[config.mk]
export PLATFORM = sky130hd
export DESIGN_NAME = otp_dir_scan
export DESIGN_NICKNAME = d
export VERILOG_FILES = /design/src/rtl/otp_dir_pkg.sv /design/src/rtl/otp_scan_timer.sv /design/src/rtl/otp_dir_table.sv /design/src/rtl/otp_dir_scan.sv
export SDC_FILE = /design/constraint.sdc
export NUM_CORES = 1
export LEC_CHECK = 0
export BUFFER_PORTS_ARGS = -buffer_cell sky130_fd_sc_hd__buf_2
export CORE_MARGIN = 2
export CORE_UTILIZATION = 68
export CTS_BUF_LIST = sky130_fd_sc_hd__clkbuf_8
export DETAILED_ROUTE_END_ITERATION = 8
export PLACE_DENSITY = 0.88
export SLEW_MARGIN = 20
export SYNTH_ARGS = -nofsm -noshare
export SYNTH_HDL_FRONTEND = slang
export SYNTH_SLANG_ARGS = --single-unit
[constraint.sdc]
create_clock -name clk -period 9.6 [get_ports clk]
set_input_delay 2.4 -clock clk [delete_from_list [all_inputs] [get_ports clk]]
set_output_delay 2.4 -clock clk [all_outputs]
set_load 0.01 [all_outputs]
[src/rtl/otp_dir_pkg.sv]
package otp_dir_pkg;
  typedef enum logic [1:0] {
    ST_CHECK = 2'd0,
    ST_REQ   = 2'd1,
    ST_WAIT  = 2'd2,
    ST_DONE  = 2'd3
  } scan_state_t;

  // header length field position, decoded by the walk
  localparam int HDR_LEN_LSB = 8;
  localparam int HDR_LEN_W   = 8;
endpackage

[src/rtl/otp_scan_timer.sv]
module otp_scan_timer #(
  parameter int TIMEOUT = 64
) (
  input  logic clk,
  input  logic rst_n,
  input  logic clr,
  input  logic en,
  output logic expired
);
  localparam int TMR_W = (TIMEOUT > 1) ? $clog2(TIMEOUT) : 1;
  localparam logic [TMR_W-1:0] LAST = TMR_W'(TIMEOUT - 1);

  logic [TMR_W-1:0] cnt;

  always_ff @(posedge clk or negedge rst_n) begin
    if (!rst_n)            cnt <= '0;
    else if (clr)          cnt <= '0;
    else if (en && cnt != LAST) cnt <= cnt + 1'b1;
  end

  assign expired = (cnt == LAST);

  AST_TMR_SATURATE: assert property (@(posedge clk) disable iff (!rst_n)
    expired && !clr |=> expired);
endmodule

[src/rtl/otp_dir_table.sv]
module otp_dir_table #(
  parameter int ENTRIES = 16,
  parameter int ADDR_W  = 16,
  localparam int ID_W   = (ENTRIES > 1) ? $clog2(ENTRIES) : 1
) (
  input  logic              clk,
  input  logic              rst_n,
  input  logic              we,
  input  logic [ID_W-1:0]   widx,
  input  logic [ADDR_W-1:0] wdata,
  input  logic [ID_W-1:0]   ridx,
  output logic [ADDR_W-1:0] rdata
);
  logic [ADDR_W-1:0] slot [ENTRIES];
  logic [ENTRIES-1:0] wsel;

  for (genvar g = 0; g < ENTRIES; g++) begin : g_dec
    assign wsel[g] = we && (widx == ID_W'(g));
  end

  always_ff @(posedge clk or negedge rst_n) begin
    if (!rst_n) begin
      for (int i = 0; i < ENTRIES; i++) slot[i] <= '0;
    end else begin
      for (int i = 0; i < ENTRIES; i++)
        if (wsel[i]) slot[i] <= wdata;
    end
  end

  assign rdata = slot[ridx];

  AST_ONE_SLOT: assert property (@(posedge clk) disable iff (!rst_n)
    $onehot0(wsel));
endmodule

[src/rtl/otp_dir_scan.sv]
module otp_dir_scan
  import otp_dir_pkg::*;
#(
  parameter int ADDR_W      = 16,
  parameter int ENTRIES     = 16,
  parameter int BYTES_W     = 16,
  parameter int LIMIT_BYTES = 11264,
  parameter int TIMEOUT     = 64,
  localparam int CNT_W      = $clog2(ENTRIES + 1)
) (
  input  logic               clk,
  input  logic               rst_n,
  input  logic               start,
  output logic               mem_req_valid,
  input  logic               mem_req_ready,
  output logic [ADDR_W-1:0]  mem_req_addr,
  input  logic               mem_busy,
  input  logic [31:0]        mem_hdr,
  output logic               scan_done,
  output logic               err_timeout,
  output logic               err_full,
  output logic [CNT_W-1:0]   pkt_count,
  output logic [BYTES_W-1:0] total_bytes,
  input  logic [CNT_W-1:0]   lk_id,
  output logic               lk_valid,
  output logic [ADDR_W-1:0]  lk_offset
);
  localparam int ID_W = (ENTRIES > 1) ? $clog2(ENTRIES) : 1;
  localparam logic [BYTES_W-1:0] LIMIT_V = BYTES_W'(LIMIT_BYTES);
  localparam logic [CNT_W-1:0]   FULL_V  = CNT_W'(ENTRIES);

  scan_state_t          state;
  logic [ADDR_W-1:0]    pos;
  logic [CNT_W-1:0]     count;
  logic [BYTES_W-1:0]   total;
  logic                 to_q, full_q;
  logic [HDR_LEN_W-1:0] hlen;
  logic                 rd_done, tbl_we, tmr_exp;
  logic [BYTES_W-1:0]   pkt_bytes;
  logic [ADDR_W-1:0]    next_pos;
  logic [ADDR_W-1:0]    tbl_rdata;
  logic                 unused_hdr;

  assign hlen       = mem_hdr[HDR_LEN_LSB +: HDR_LEN_W];
  assign unused_hdr = ^{mem_hdr[31:HDR_LEN_LSB+HDR_LEN_W], mem_hdr[HDR_LEN_LSB-1:0]};
  assign rd_done    = (state == ST_WAIT) && !mem_busy;
  assign tbl_we     = rd_done && (hlen != '0) && (count != FULL_V);
  assign pkt_bytes  = BYTES_W'({hlen, 2'b00}) + BYTES_W'(4);
  assign next_pos   = pos + ADDR_W'(hlen) + ADDR_W'(2);

  otp_scan_timer #(.TIMEOUT(TIMEOUT)) u_timer (
    .clk     (clk),
    .rst_n   (rst_n),
    .clr     (state == ST_CHECK),
    .en      ((state == ST_REQ) || (state == ST_WAIT)),
    .expired (tmr_exp)
  );

  otp_dir_table #(.ENTRIES(ENTRIES), .ADDR_W(ADDR_W)) u_table (
    .clk   (clk),
    .rst_n (rst_n),
    .we    (tbl_we),
    .widx  (count[ID_W-1:0]),
    .wdata (pos),
    .ridx  (lk_id[ID_W-1:0]),
    .rdata (tbl_rdata)
  );

  always_ff @(posedge clk or negedge rst_n) begin
    if (!rst_n) begin
      state  <= ST_CHECK;
      pos    <= '0;
      count  <= '0;
      total  <= '0;
      to_q   <= 1'b0;
      full_q <= 1'b0;
    end else begin
      unique case (state)
        ST_CHECK: state <= (total >= LIMIT_V) ? ST_DONE : ST_REQ;
        ST_REQ: begin
          if (mem_req_ready) state <= ST_WAIT;
          else if (tmr_exp) begin
            state <= ST_DONE;
            to_q  <= 1'b1;
          end
        end
        ST_WAIT: begin
          if (!mem_busy) begin
            if (hlen == '0) state <= ST_DONE;
            else if (count == FULL_V) begin
              state  <= ST_DONE;
              full_q <= 1'b1;
            end else begin
              count <= count + 1'b1;
              total <= total + pkt_bytes;
              pos   <= next_pos;
              state <= ST_CHECK;
            end
          end else if (tmr_exp) begin
            state <= ST_DONE;
            to_q  <= 1'b1;
          end
        end
        ST_DONE: begin
          if (start) begin
            state  <= ST_CHECK;
            pos    <= '0;
            count  <= '0;
            total  <= '0;
            to_q   <= 1'b0;
            full_q <= 1'b0;
          end
        end
        default: state <= ST_CHECK;
      endcase
    end
  end

  assign mem_req_valid = (state == ST_REQ);
  assign mem_req_addr  = pos;
  assign scan_done     = (state == ST_DONE);
  assign err_timeout   = to_q;
  assign err_full      = full_q;
  assign pkt_count     = count;
  assign total_bytes   = total;
  assign lk_valid      = (lk_id < count);
  assign lk_offset     = lk_valid ? tbl_rdata : '0;

  AST_REQ_HOLD: assert property (@(posedge clk) disable iff (!rst_n)
    mem_req_valid && !mem_req_ready && !tmr_exp |=> mem_req_valid && $stable(mem_req_addr));
  AST_DONE_STICKY: assert property (@(posedge clk) disable iff (!rst_n)
    scan_done && !start |=> scan_done && $stable(pkt_count) && $stable(total_bytes));
  AST_NO_REQ_DONE: assert property (@(posedge clk) disable iff (!rst_n)
    scan_done |-> !mem_req_valid);
  AST_CNT_BOUND: assert property (@(posedge clk) disable iff (!rst_n)
    pkt_count <= FULL_V);
  AST_ERR_EXCL: assert property (@(posedge clk) disable iff (!rst_n)
    !(err_timeout && err_full));
  AST_ERR_ENDS: assert property (@(posedge clk) disable iff (!rst_n)
    (err_timeout || err_full) |-> scan_done);
  AST_CNT_STEP: assert property (@(posedge clk) disable iff (!rst_n)
    tbl_we |=> pkt_count == $past(pkt_count) + 1'b1);
endmodule

Yosys cells after proc, flatten, opt, wreduce, memory -nomap -nowiden
Index checks and enable logic that the tools add are counted.
- $add $sub $neg: 6
- reduce and logical (&&, ||, !) cells: 32
- magnitude comparators: 3
- bitwise gates (word level): 1
- multiplexer cells: 37
- eq/ne operators: 29
- operators by type and width (operator ; count):
    $mux 16 ; 10
    $bmux 16 s4 ; 1
    $pmux 16 s2 ; 2
    $eq 4x4->1 const B ; 8
    $logic_and 1x1->1 ; 20
    $mux 5 ; 4
    $add 16x11->16 ; 1
    $add 16x2->16 const B ; 1
    $add 16x8->16 ; 1
    $eq 4x3->1 const B ; 4
    $ge 16x14->1 const B ; 1
    $mux 2 ; 7
    $mux 6 ; 2
    $ne 2x2->1 const B ; 6
    $add 10x3->11 const B ; 1
    $pmux 5 s2 ; 1
    $reduce_and 5->1 ; 2
    $eq 4x2->1 const B ; 2
    $logic_not 8->1 ; 1
    $pmux 2 s4 ; 1
    $reduce_bool 8->1 ; 1
    $mux 1 ; 7
    $add 6x1->6 const B ; 1
    $eq 6x6->1 const B ; 1
    other kinds (20) ; 22
- output and inout port bits: 58
- logic and storage cells: 131
- register bits: 303

Longest topological paths before layout
Gate-level depths: netlist of the first run.
- depth in word-level cells: 6
- gate-level depth with buffers: 12
- mapped depth without buffers: 12

Hierarchy
A second synthesis of the first run with hierarchy kept.
- cell total of the unflattened synthesis: 1093
- area total of the unflattened synthesis: 15046.9 um^2
- modules (own cells, without submodules) (module ; cells an instance ; area an instance (um^2) ; instances):
    otp_dir_table ; 711 ; 11463.5 ; 1
    otp_dir_scan ; 344 ; 3216.8 ; 1
    otp_scan_timer ; 38 ; 366.6 ; 1

Least setup slack after synthesis of the first run
Ideal clock, no wire load.
- path type: in2out
- start point: in lk_id[0]
- end point: out lk_offset[13]
- path buffers: 2
- arrival: 4.047 ns
- required time: 7.200 ns
- stages: 5
- slack: 3.153 ns
- cell sequence: buf_2 buf_2 mux4_2 mux4_2 nor2b_1
- word-level cells in the longest chain between the ends: 5
- elaborated cells on any way between the ends: 6
- those cells by class: 1 x order compare; 4 x mux; 1 x bitwise
- ends and longest elaborated chain (what ; RTL line ; source):
    from (decl) ; otp_dir_scan.sv:24 ; input logic [CNT_W-1:0] lk_id,
    $not 4->5 (not written as such) ; otp_dir_table.sv:30 ; assign rdata = slot[ridx];
    $bmux 16 s4 ; otp_dir_table.sv:30 ;
    $mux 16 (not written as such) (2 in a row) ; otp_dir_table.sv:30 ;
    $mux 16 * ; otp_dir_scan.sv:127 ; assign lk_offset = lk_valid ? tbl_rdata : '0;
    to (decl) ; otp_dir_scan.sv:26 ; output logic [ADDR_W-1:0] lk_offset
Mark *: on every way between the ends. The rest lies on a longest branch, timed or not. The select of a mux whose other input is x is not followed.

Worst setup path in the final report of the first run
- start point: in lk_id[1]
- end point: out lk_offset[6]
Same word-level chain as after synthesis.

==> results of run 1 <==
routing by layer:
| layer | vias up | part of all wire | track usage |
|---|---|---|---|
| met2 | 375 | 0.50 | 0.508 |
| li1 | 4102 | - | - |
| met4 | 0 | 0.026 | 0.100 |
| met3 | 83 | 0.072 | 0.0675 |
| met1 | 4950 | 0.40 | 0.423 |
| met5 | - | 0 | 0 |
placed cells by master (no fill, tap or decap), types with 5 or more instances in the layout:
cell      Yosys  layout
dfrtp_1     301     301
mux2_2      188     188
mux4_2       80      80
buf_2        20      71
nand2_1      62      62
clkbuf_8      0      57
o21ai_0      56      56
inv_1        25      48
ha_1         45      45
mux2_4       36      36
nor2b_1      25      25
nor2_1       21      21
a21oi_1      21      21
nor3_1       14      14
nand3_1       9       9
a21o_1        8       8
xor2_1        8       8
a22o_1        8       8
buf_4         6       8
nand2b_1      7       7
nand2_8       6       6
nand4_2       6       6
o31ai_1       6       6
xnor2_1       6       6
mux2i_1       5       5
worst max-delay path: stages:
cell and delay [ns]:
buf_2 0.59, ha_1 0.38, a21o_1 0.16, a21o_1 0.17, a21o_1 0.18, a21o_1 0.50
nor2b_1 0.41, buf_2 0.20
cells in the mapped netlist (2+ instances only):
cell,number
a211oi_1,2
a21boi_0,3
a21o_1,8
a21oi_1,21
a22o_1,8
a311oi_1,2
a31oi_1,2
a41oi_1,2
and3_1,4
and3_4,2
buf_12,8
buf_2,20
buf_4,6
clkbuf_1,41
dfrtp_1,301
fa_1,2
ha_1,45
inv_1,25
mux2_2,188
mux2_4,36
mux2i_1,5
mux4_2,80
nand2_1,62
nand2_2,3
nand2_8,6
nand2b_1,7
nand3_1,9
nand3b_1,4
nand4_1,3
nand4_2,6
nor2_1,21
nor2b_1,25
nor3_1,14
o211ai_1,4
o21a_1,3
o21ai_0,56
o221ai_1,2
o22ai_1,4
o31ai_1,6
o41ai_1,2
or3_1,3
xnor2_1,6
xor2_1,8
registers in the layout, indices dropped and copies added (netlist names):
register      count
u_table.slot    256
mem_req_addr     16
total_bytes      14
u_timer.cnt       6
pkt_count         5
state             2
err_full          1
err_timeout       1
logic make-up (layout without fill, tap and decap cells):
group / count (synthesis) / after routing / share of synthesized area
flip-flops: 301 / 301 / 0.496
adder cells (fa/ha/maj): 47 / 47 / 0.0397
other: 1 / 2 / 0.000247
AND/OR/NAND/NOR: 178 / 178 / 0.0683
AO/OA/AOI/OAI: 130 / 130 / 0.0528
multiplexers: 309 / 309 / 0.297
buffers and inverters: 102 / 189 / 0.0374
XOR/XNOR: 14 / 14 / 0.00808
through the flow:
stage | std cells | setup slack (ns) | cell area (sq um) | hold WS [ns] | total power [mW]
5_1_grt | 1450 | 2.12 | 16400 | 0.506 | 4.61
3_5_place_dp | 1367 | 2.09 | 15500 | 0.466 | 3.33
4_1_cts | 1450 | 2.09 | 16400 | 0.479 | 4.37
6_report | 1450 | 2.19 | 16400 | 0.477 | 4.37
2_1_floorplan | 1083 | 3.15 | 15200 | 0.444 | 2.90
3_3_place_gp | 1367 | 2.13 | 15500 | 0.457 | 3.23
where the power goes:
group | switching (mW) | total (mW) | leakage (nW) | internal (mW)
clock network | 0.492 | 1.03 | 0.545 | 0.534
registers | 0.335 | 1.93 | 4.01 | 1.60
logic | 0.710 | 1.41 | 3.58 | 0.696
final timing paths:
path	from	end	slack (ns)	cells after the start
max	lk_id[1]	lk_offset[6]	2.19	8
min	u_table.slot[93]	u_table.slot[93]	0.48	2
max reg2reg	state[0]	u_table.slot[185]	6.51	6
min reg2reg	u_table.slot[93]	u_table.slot[93]	0.48	2
max in group asynchronous	rst_n	u_table.slot[53]	6.31	2
min in group asynchronous	rst_n	total_bytes[8]	1.84	1
layout make-up:
class,count,share of cell area
Sequential cell,301,0.460
Multi-Input combinational cell,680,0.432
Clock buffer,57,0.0479
Timing Repair Buffer,81,0.0269
Tap cell,280,0.0214
Clock inverter,26,0.00641
Inverter,25,0.00573
==> results_dict.tcl, run 1 <==
set metrics [dict create \
    viasPerCell 6.56 \
    max-vdd-ir-drop_mv 0.184 \
    dp_hpwl_microns 20600 \
    yosysUniqueCellTypes 60 \
    layout-drive-gt1-share 0.397 \
    synthTopCellsByArea "dfrtp_1 50%, mux2_2 14%, mux4_2 12%" \
    startpoint_type "input pin" \
    die_h_microns 153 \
    cts_buffers 48 \
    nFillCells 1321 \
    final_util 0.749 \
    worst_pin_slew_ns 0.992 \
    min_path_type "register to register" \
    drv_cap 0 \
    n_antenna_cell 0 \
    avgSynthCellArea_sq_um 14.0 \
    cp.arrival_ns 5.01 \
    die_w_microns 153 \
    num-nets-final 1226 \
    setup_violations 0 \
    hold_viol 0 \
    ys_ff_latch 301 \
    grt_overflow 0 \
    rsz0062_at_grt "false" \
    final.setup.tns_ns 0 \
    synth_edf_count 0 \
    ff_latch_area_sq_um 7530 \
    drc 0 \
    cts_buffer_depth 3 \
    slew_headroom 0.337 \
    endpoint_kind "output pin" \
    start_util 0.693 \
    htreeDepth 2 \
    leakagePower_nw 8.13 \
    dr_total_vias 9510 \
    fmax_mhz 135 \
    status "finished clean" \
    first_global_vias 10200 \
    synth.top_cell.area_share 0.496 \
    finalCritPeriodShare 0.772 \
    async_flop_share 1.00 \
    dieArea_sq_um 23500 \
    netlist_area_sq_um 15200 \
    required_ns 7.20 \
    dr.pass1.iters 6 \
    rows 54 \
    cts-root-buf "clkbuf_8" \
    synth_area_leader_cell "dfrtp_1" \
    drv_slew 0 \
    multi_input_area_sq_um 7080 \
    worstSkewPairLatency_ns 0.58 \
    critPathKind "input pin to output pin" \
    ys.flop_type "dfrtp_1" \
    grt_usage 0.311 \
    cts_sinks 301 \
    final.setup_skew_ns 0.0267 \
    synth-seq-area-share 0.496 \
    final_antenna_net_count 0 \
    cts_tree "built" \
    area_delta_synth_final_pct 7.98 \
    grt_max_degree 95 \
    routabilityCongestion 0.840 \
    grt_pass1_wl_microns 56500 \
    syn_inst 1082 \
    antenna_found_initial 0 \
    powerDensity_nw_per_um2 266 \
    post_cts_buffers 0 \
    period_minus_slack_ns 7.41 \
    port-buffer-count 73 \
    path_clk_slew_ns 0.06 \
    ys_warn_count 0 \
    coreArea_sq_um 21900 \
    drt-initial-drc-count 661 \
    cts_hold_repair.buffers 0 \
    cts_resized 0 \
    path_max_fanout 28 \
    wl_per_cell_microns 24.3 \
    totalWireLength_microns 35300 \
    io-pin-count 100 \
]
No activity file was read; power rests on OpenSTA's default activity.
==> run 2: changes to the inputs <==
ABC_AREA = 1   (was unset)
CORE_UTILIZATION = 63   (was 68)
PLACE_DENSITY = 0.82   (was 0.88)
clock period = 7.3 ns   (was 9.6 ns; I/O delays follow)
==> run 2 against run 1 <==
Via count grew 41%. Die area grew 8.0%. Core utilization shrank 5.0 points. Wire length grew 14%. Cell area grew 0.70%.
==> results_dict.tcl, run 2 <==
set metrics [dict create \
    worstSkewPairLatency_ns 0.59 \
    p_sw_mw 2.19 \
    first_global_vias 12800 \
    synth.top_cell.area_share 0.495 \
    synth-seq-area-share 0.495 \
    synthTopCellsByArea "dfrtp_1 49%, nand2_1 12%, o21ai_0 12%" \
    required_ns 5.48 \
    final.setup_skew_ns 0.0179 \
    final_cell_mix "503 x nand2_1, 359 x o21ai_0, 301 x dfrtp_1" \
    pwr-share-seq 0.412 \
    ys_ff_latch 301 \
    fin_hold_ws_ns 0.479 \
    synth_common_cells "503 x nand2_1, 359 x o21ai_0, 301 x dfrtp_1, 184 x nor2_1, 90 x inv_1" \
    totalWireLength_microns 40300 \
    final.setup.tns_ns 0 \
    cts_sinks 301 \
    startpoint_type "input pin" \
    dieArea_sq_um 25400 \
    io-pin-count 100 \
    fmax_mhz 168 \
    die_h_microns 159 \
    worst_pin_slew_ns 1.07 \
    endpoint_kind "output pin" \
    cts_resized 0 \
    drc 0 \
    cts_buffers 50 \
    rsz0062_at_grt "false" \
    drt-initial-drc-count 1488 \
    leakagePower_nw 7.88 \
    avgSynthCellArea_sq_um 8.10 \
    synth_area_leader_cell "dfrtp_1" \
    slew_headroom 0.289 \
    hold_viol 0 \
    final_antenna_net_count 0 \
    coreArea_sq_um 23600 \
    yosysUniqueCellTypes 40 \
    instances_no_fill 2251 \
    clock_power_share 0.263 \
    post_cts_buffers 0 \
    rows 56 \
    grt_overflow 0 \
    n_antenna_cell 0 \
    cts-root-buf "clkbuf_8" \
    viasPerCell 5.96 \
    async_flop_share 1.00 \
    cts_buffer_depth 3 \
    dp_slack_ns 1.44 \
    r2r_start "state[0]" \
    dr.pass1.iters 6 \
    cts_tree "built" \
    htreeDepth 2 \
    ys_warn_count 0 \
    layout-drive-gt1-share 0.0927 \
    max-vdd-ir-drop_mv 0.280 \
    die_w_microns 159 \
    drv_slew 0 \
    largest_reg_flops 256 \
    start_util 0.645 \
    cts_hold_repair.buffers 0 \
    yosysMostFrequentCell "nand2_1" \
    path_max_fanout 96 \
    synth_edf_count 0 \
    nFillCells 1974 \
    status "finished clean" \
    num-nets-final 1983 \
    dr_total_vias 13400 \
    powerDensity_nw_per_um2 346 \
    setup_violations 0 \
    netlist_area_sq_um 15200 \
    wl_per_cell_microns 17.9 \
    p_int_mw 3.53 \
    min_path_type "register to register" \
    place_inst 2161 \
    path_clk_slew_ns 0.06 \
    syn_inst 1879 \
    grt_max_degree 171 \
    area_delta_synth_final_pct 8.43 \
    hp-start "u_table.slot[72]" \
    ys.flop_type "dfrtp_1" \
    regMostFlops "u_table.slot" \
    pwr-share-comb 0.325 \
    drv_cap 0 \
    grt_pass1_wl_microns 65700 \
    routabilityCongestion 0.923 \
    startpoint "lk_id[0]" \
    finalCritPeriodShare 0.814 \
    critPathKind "input pin to output pin" \
    mostFrequentLayoutCell "nand2_1" \
    antenna_found_initial 1 \
    cp.arrival_ns 4.12 \
    swShare 0.383 \
    fin_ws_ns 1.36 \
    port-buffer-count 73 \
    dp_hpwl_microns 24100 \
    period_minus_slack_ns 5.94 \
    grt_usage 0.318 \
]
[run 2: changes by cell type after synthesis, sizes merged, moves of 31 or more]
cell / change
clkbuf: +31
o22ai: +47
inv: +67
a21oi: +32
nand2: +434
o21ai: +324
mux2: -224
nor2: +167
nand3: +65
mux4: -80
[run 2: logic make-up after synthesis]
logic type	after synthesis	synth area share
AOI/OAI and AO/OA	512	0.178
xor gates and xnor gates	13	0.00748
adders and majority gates	47	0.0396
buffers and inverters	218	0.0662
DFF	301	0.495
other	1	0.000246
and+or+nand+nor	787	0.213
[run 2: worst max-delay path, cell delays in order]
cell and delay, ns:
buf_4 0.33, buf_4 0.89, nor2_1 0.11, o22ai_1 0.22, nand2_1 0.08, nand3_1 0.12
nand2_1 0.08, nor2_1 0.25, buf_2 0.19
[run 2: power by group through the flow]
stage,clock [mW],sequential (mW),combinational (mW)
finish,1.50,2.36,1.85
global route,1.60,2.40,2.10
CTS,1.53,2.35,1.84
detailed placement,0,2.37,1.83
global placement,0,2.35,1.77
floorplan,0,2.33,1.30
[run 2: stage by stage]
| step | total power [mW] | cell area [sq um] | utilization |
|---|---|---|---|
| after global placement | 4.11 | 15500 | 0.656 |
| after CTS | 5.71 | 16500 | 0.699 |
| after floorplan | 3.64 | 15200 | - |
| after detailed placement | 4.20 | 15500 | 0.656 |
| after global routing | 6.09 | 16500 | 0.699 |
| final | 5.71 | 16500 | 0.699 |
[run 2: routing by layer]
layer / track usage / vias to the layer above / wire length [microns]
li1: - / 6284 / -
met2: 0.501 / 702 / 18400
met3: 0.0594 / 71 / 3850
met5: 0 / - / 0
met1: 0.452 / 6357 / 17200
met4: 0.101 / 0 / 900
[run 2: final cells by class]
cell class | count | area [sq um] | area share
Clock buffer | 61 | 840 | 0.0509
Sequential cell | 301 | 7530 | 0.456
Multi-Input combinational cell | 1361 | 6700 | 0.406
Timing Repair Buffer | 88 | 515 | 0.0312
Inverter | 92 | 347 | 0.0210
Clock inverter | 29 | 175 | 0.0106
Tap cell | 319 | 399 | 0.0242
[run 2: path summary, 6_finish.rpt]
check	end	slack, ns	cells after the start
setup / recovery	lk_offset[12]	1.36	9
hold / removal	u_table.slot[72]	0.48	2
setup reg to reg	mem_req_addr[1]	4.26	8
hold reg to reg	u_table.slot[72]	0.48	2
max in group asynchronous	u_table.slot[117]	4.45	2
min in group asynchronous	u_table.slot[155]	1.35	1
==> run 3: changes to the inputs <==
ABC_AREA = 0   (was 1)
CORE_UTILIZATION = 57   (was 63)
PLACE_DENSITY = 0.79   (was 0.82)
clock period = 4.9 ns   (was 7.3 ns; I/O delays follow)
==> run 3 against run 2 <==
The flow now finishes with violations (design-rule violations). Combinational power rose by 49%. Worst hold slack improved by 0.0062 ns. Non-clock buffer count rose by 3. First-iteration DRC count fell by 59%. Global-route usage fell by 6.9 points. Largest cell class unchanged. Clock skew fell by 0.0037 ns. Wire length fell by 16%. Power rose by 52%. Register-to-register slack got worse by 2.4 ns. Sequential cell count did not move.
==> results_dict.tcl, run 3 (synthesis gave the netlist of run 1 again) <==
set metrics [dict create \
    num-nets-final 1236 \
    drc 4 \
    htreeDepth 2 \
    cts-root-buf "clkbuf_8" \
    cts_resized 0 \
    fmax_mhz 220 \
    grt_pass1_wl_microns 54200 \
    final_cell_mix "301 x dfrtp_1, 188 x mux2_2, 80 x mux4_2" \
    setup_violations 0 \
    crit_chain "buf_4, buf_4, mux4_2, mux4_2, nor2b_1, buf_2" \
    endpoint_kind "output pin" \
    layout-drive-gt1-share 0.409 \
    cts_buffer_depth 3 \
    first_global_vias 9787 \
    startpoint_type "input pin" \
    critPathKind "input pin to output pin" \
    port-buffer-count 73 \
    dr_total_vias 9226 \
    wl_per_cell_microns 22.2 \
    ff_latch_area_sq_um 7530 \
    cts_buffers 48 \
    powerDensity_nw_per_um2 519 \
    finalCritPeriodShare 0.928 \
    rows 59 \
    final_util 0.640 \
    multi_input_area_sq_um 7080 \
    cp_slowest_cell "mux4_2" \
    regMostFlops "u_table.slot" \
    final.setup.tns_ns 0 \
    grt_usage 0.249 \
    finalPower_mw 8.67 \
    dieArea_sq_um 27900 \
    nFillCells 1954 \
    leakagePower_nw 8.24 \
    slowest_delay_ns 0.54 \
    final_antenna_net_count 0 \
    worstSkewPairLatency_ns 0.58 \
    n_antenna_cell 0 \
    violations "design-rule violations" \
    slew_headroom 0.314 \
    hold_viol 0 \
    grt_overflow 0 \
    drt-initial-drc-count 608 \
    antenna_found_initial 0 \
    critPathBufInv 3 \
    required_ns 3.67 \
    mostFrequentLayoutCell "dfrtp_1" \
    area_delta_synth_final_pct 10.1 \
    period_minus_slack_ns 4.55 \
    start_util 0.581 \
    cts_tree "built" \
    cts_sinks 301 \
    r2r_slack_ns 1.90 \
    final.setup_skew_ns 0.0142 \
    status "complete, but fails checks" \
    routabilityCongestion 0.848 \
    grt_max_degree 130 \
    viasPerCell 6.07 \
    totalWireLength_microns 33700 \
    cts_hold_repair.buffers 0 \
    io-pin-count 100 \
    path_clk_slew_ns 0.06 \
    die_w_microns 167 \
    dr.pass1.iters 7 \
    coreArea_sq_um 26100 \
    cp.arrival_ns 3.32 \
    dp_hpwl_microns 20100 \
    drv_cap 0 \
    drv_slew 0 \
    die_h_microns 167 \
    critPathTopFamily "multiplexers" \
    min_path_type "register to register" \
    largest_reg_flops 256 \
    max-vdd-ir-drop_mv 0.372 \
    path_max_fanout 26 \
    post_cts_buffers 0 \
    worst_pin_slew_ns 1.03 \
    rsz0062_at_grt "false" \
]
## run 3: changes by cell type in the layout (fill, tap and decap cells not counted), moves of 32 or more
cell and delta:
nand2_1 -441, o21ai_0 -303, mux2_2 +188, nor2_1 -163
mux4_2 +80, inv_1 -67, nand3_1 -55, o22ai_1 -47
mux2_4 +36, a21oi_1 -32
## run 3: power by group
group | switching (mW) | leakage [nW] | internal, mW
combinational | 1.37 | 3.66 | 1.39
clock | 0.990 | 0.571 | 1.18
sequential | 0.608 | 4.01 | 3.13
## run 3: per-stage QoR
step / worst slack (ns) / cells / instance area, sq um / hold WS (ns)
final: 0.351 / 1519 / 16700 / 0.485
after global routing: 0.278 / 1519 / 16700 / 0.504
after CTS: 0.343 / 1519 / 16700 / 0.484
after detailed placement: 0.342 / 1432 / 15700 / 0.470
after global placement: 0.359 / 1432 / 15700 / 0.457
after floorplan: 0.803 / 1083 / 15200 / 0.444
## run 3: path summary, 6_finish.rpt
kind                            cells after the start                end        startpoint
worst max-delay path                                6      lk_offset[10]          lk_id[0]
worst min-delay path                                2   u_table.slot[45]  u_table.slot[45]
worst max register to register                     11   mem_req_addr[15]   mem_req_addr[1]
worst min register to register                      2   u_table.slot[45]  u_table.slot[45]
max in group asynchronous                           2  u_table.slot[102]             rst_n
min in group asynchronous                           1  u_table.slot[236]             rst_n
## run 3: area by class of cell
cell class / instances / share of cell area
sequential: 301 / 0.451
clock inverter: 22 / 0.00554
timing repair buffer: 91 / 0.0359
inverter: 25 / 0.00561
clock buffer: 65 / 0.0535
multi-input combinational: 680 / 0.424
tap: 335 / 0.0251
## run 3: tightest hold or removal path: cells and delay by family, from the launching register on
family / cells / cell delay (ns)
DFF: 1 / 0.34
and+or+nand+nor: 1 / 0.04
AOI/OAI and AO/OA: 1 / 0.07
## run 3: routing by layer
layer,up-vias,wire (microns),GRT usage,part of all wire
li1,4129,-,-,-
met1,4803,15000,0.347,0.44
met2,232,16400,0.409,0.48
met3,62,1690,0.0399,0.050
met4,0,732,0.0741,0.022
met5,-,0,0,0
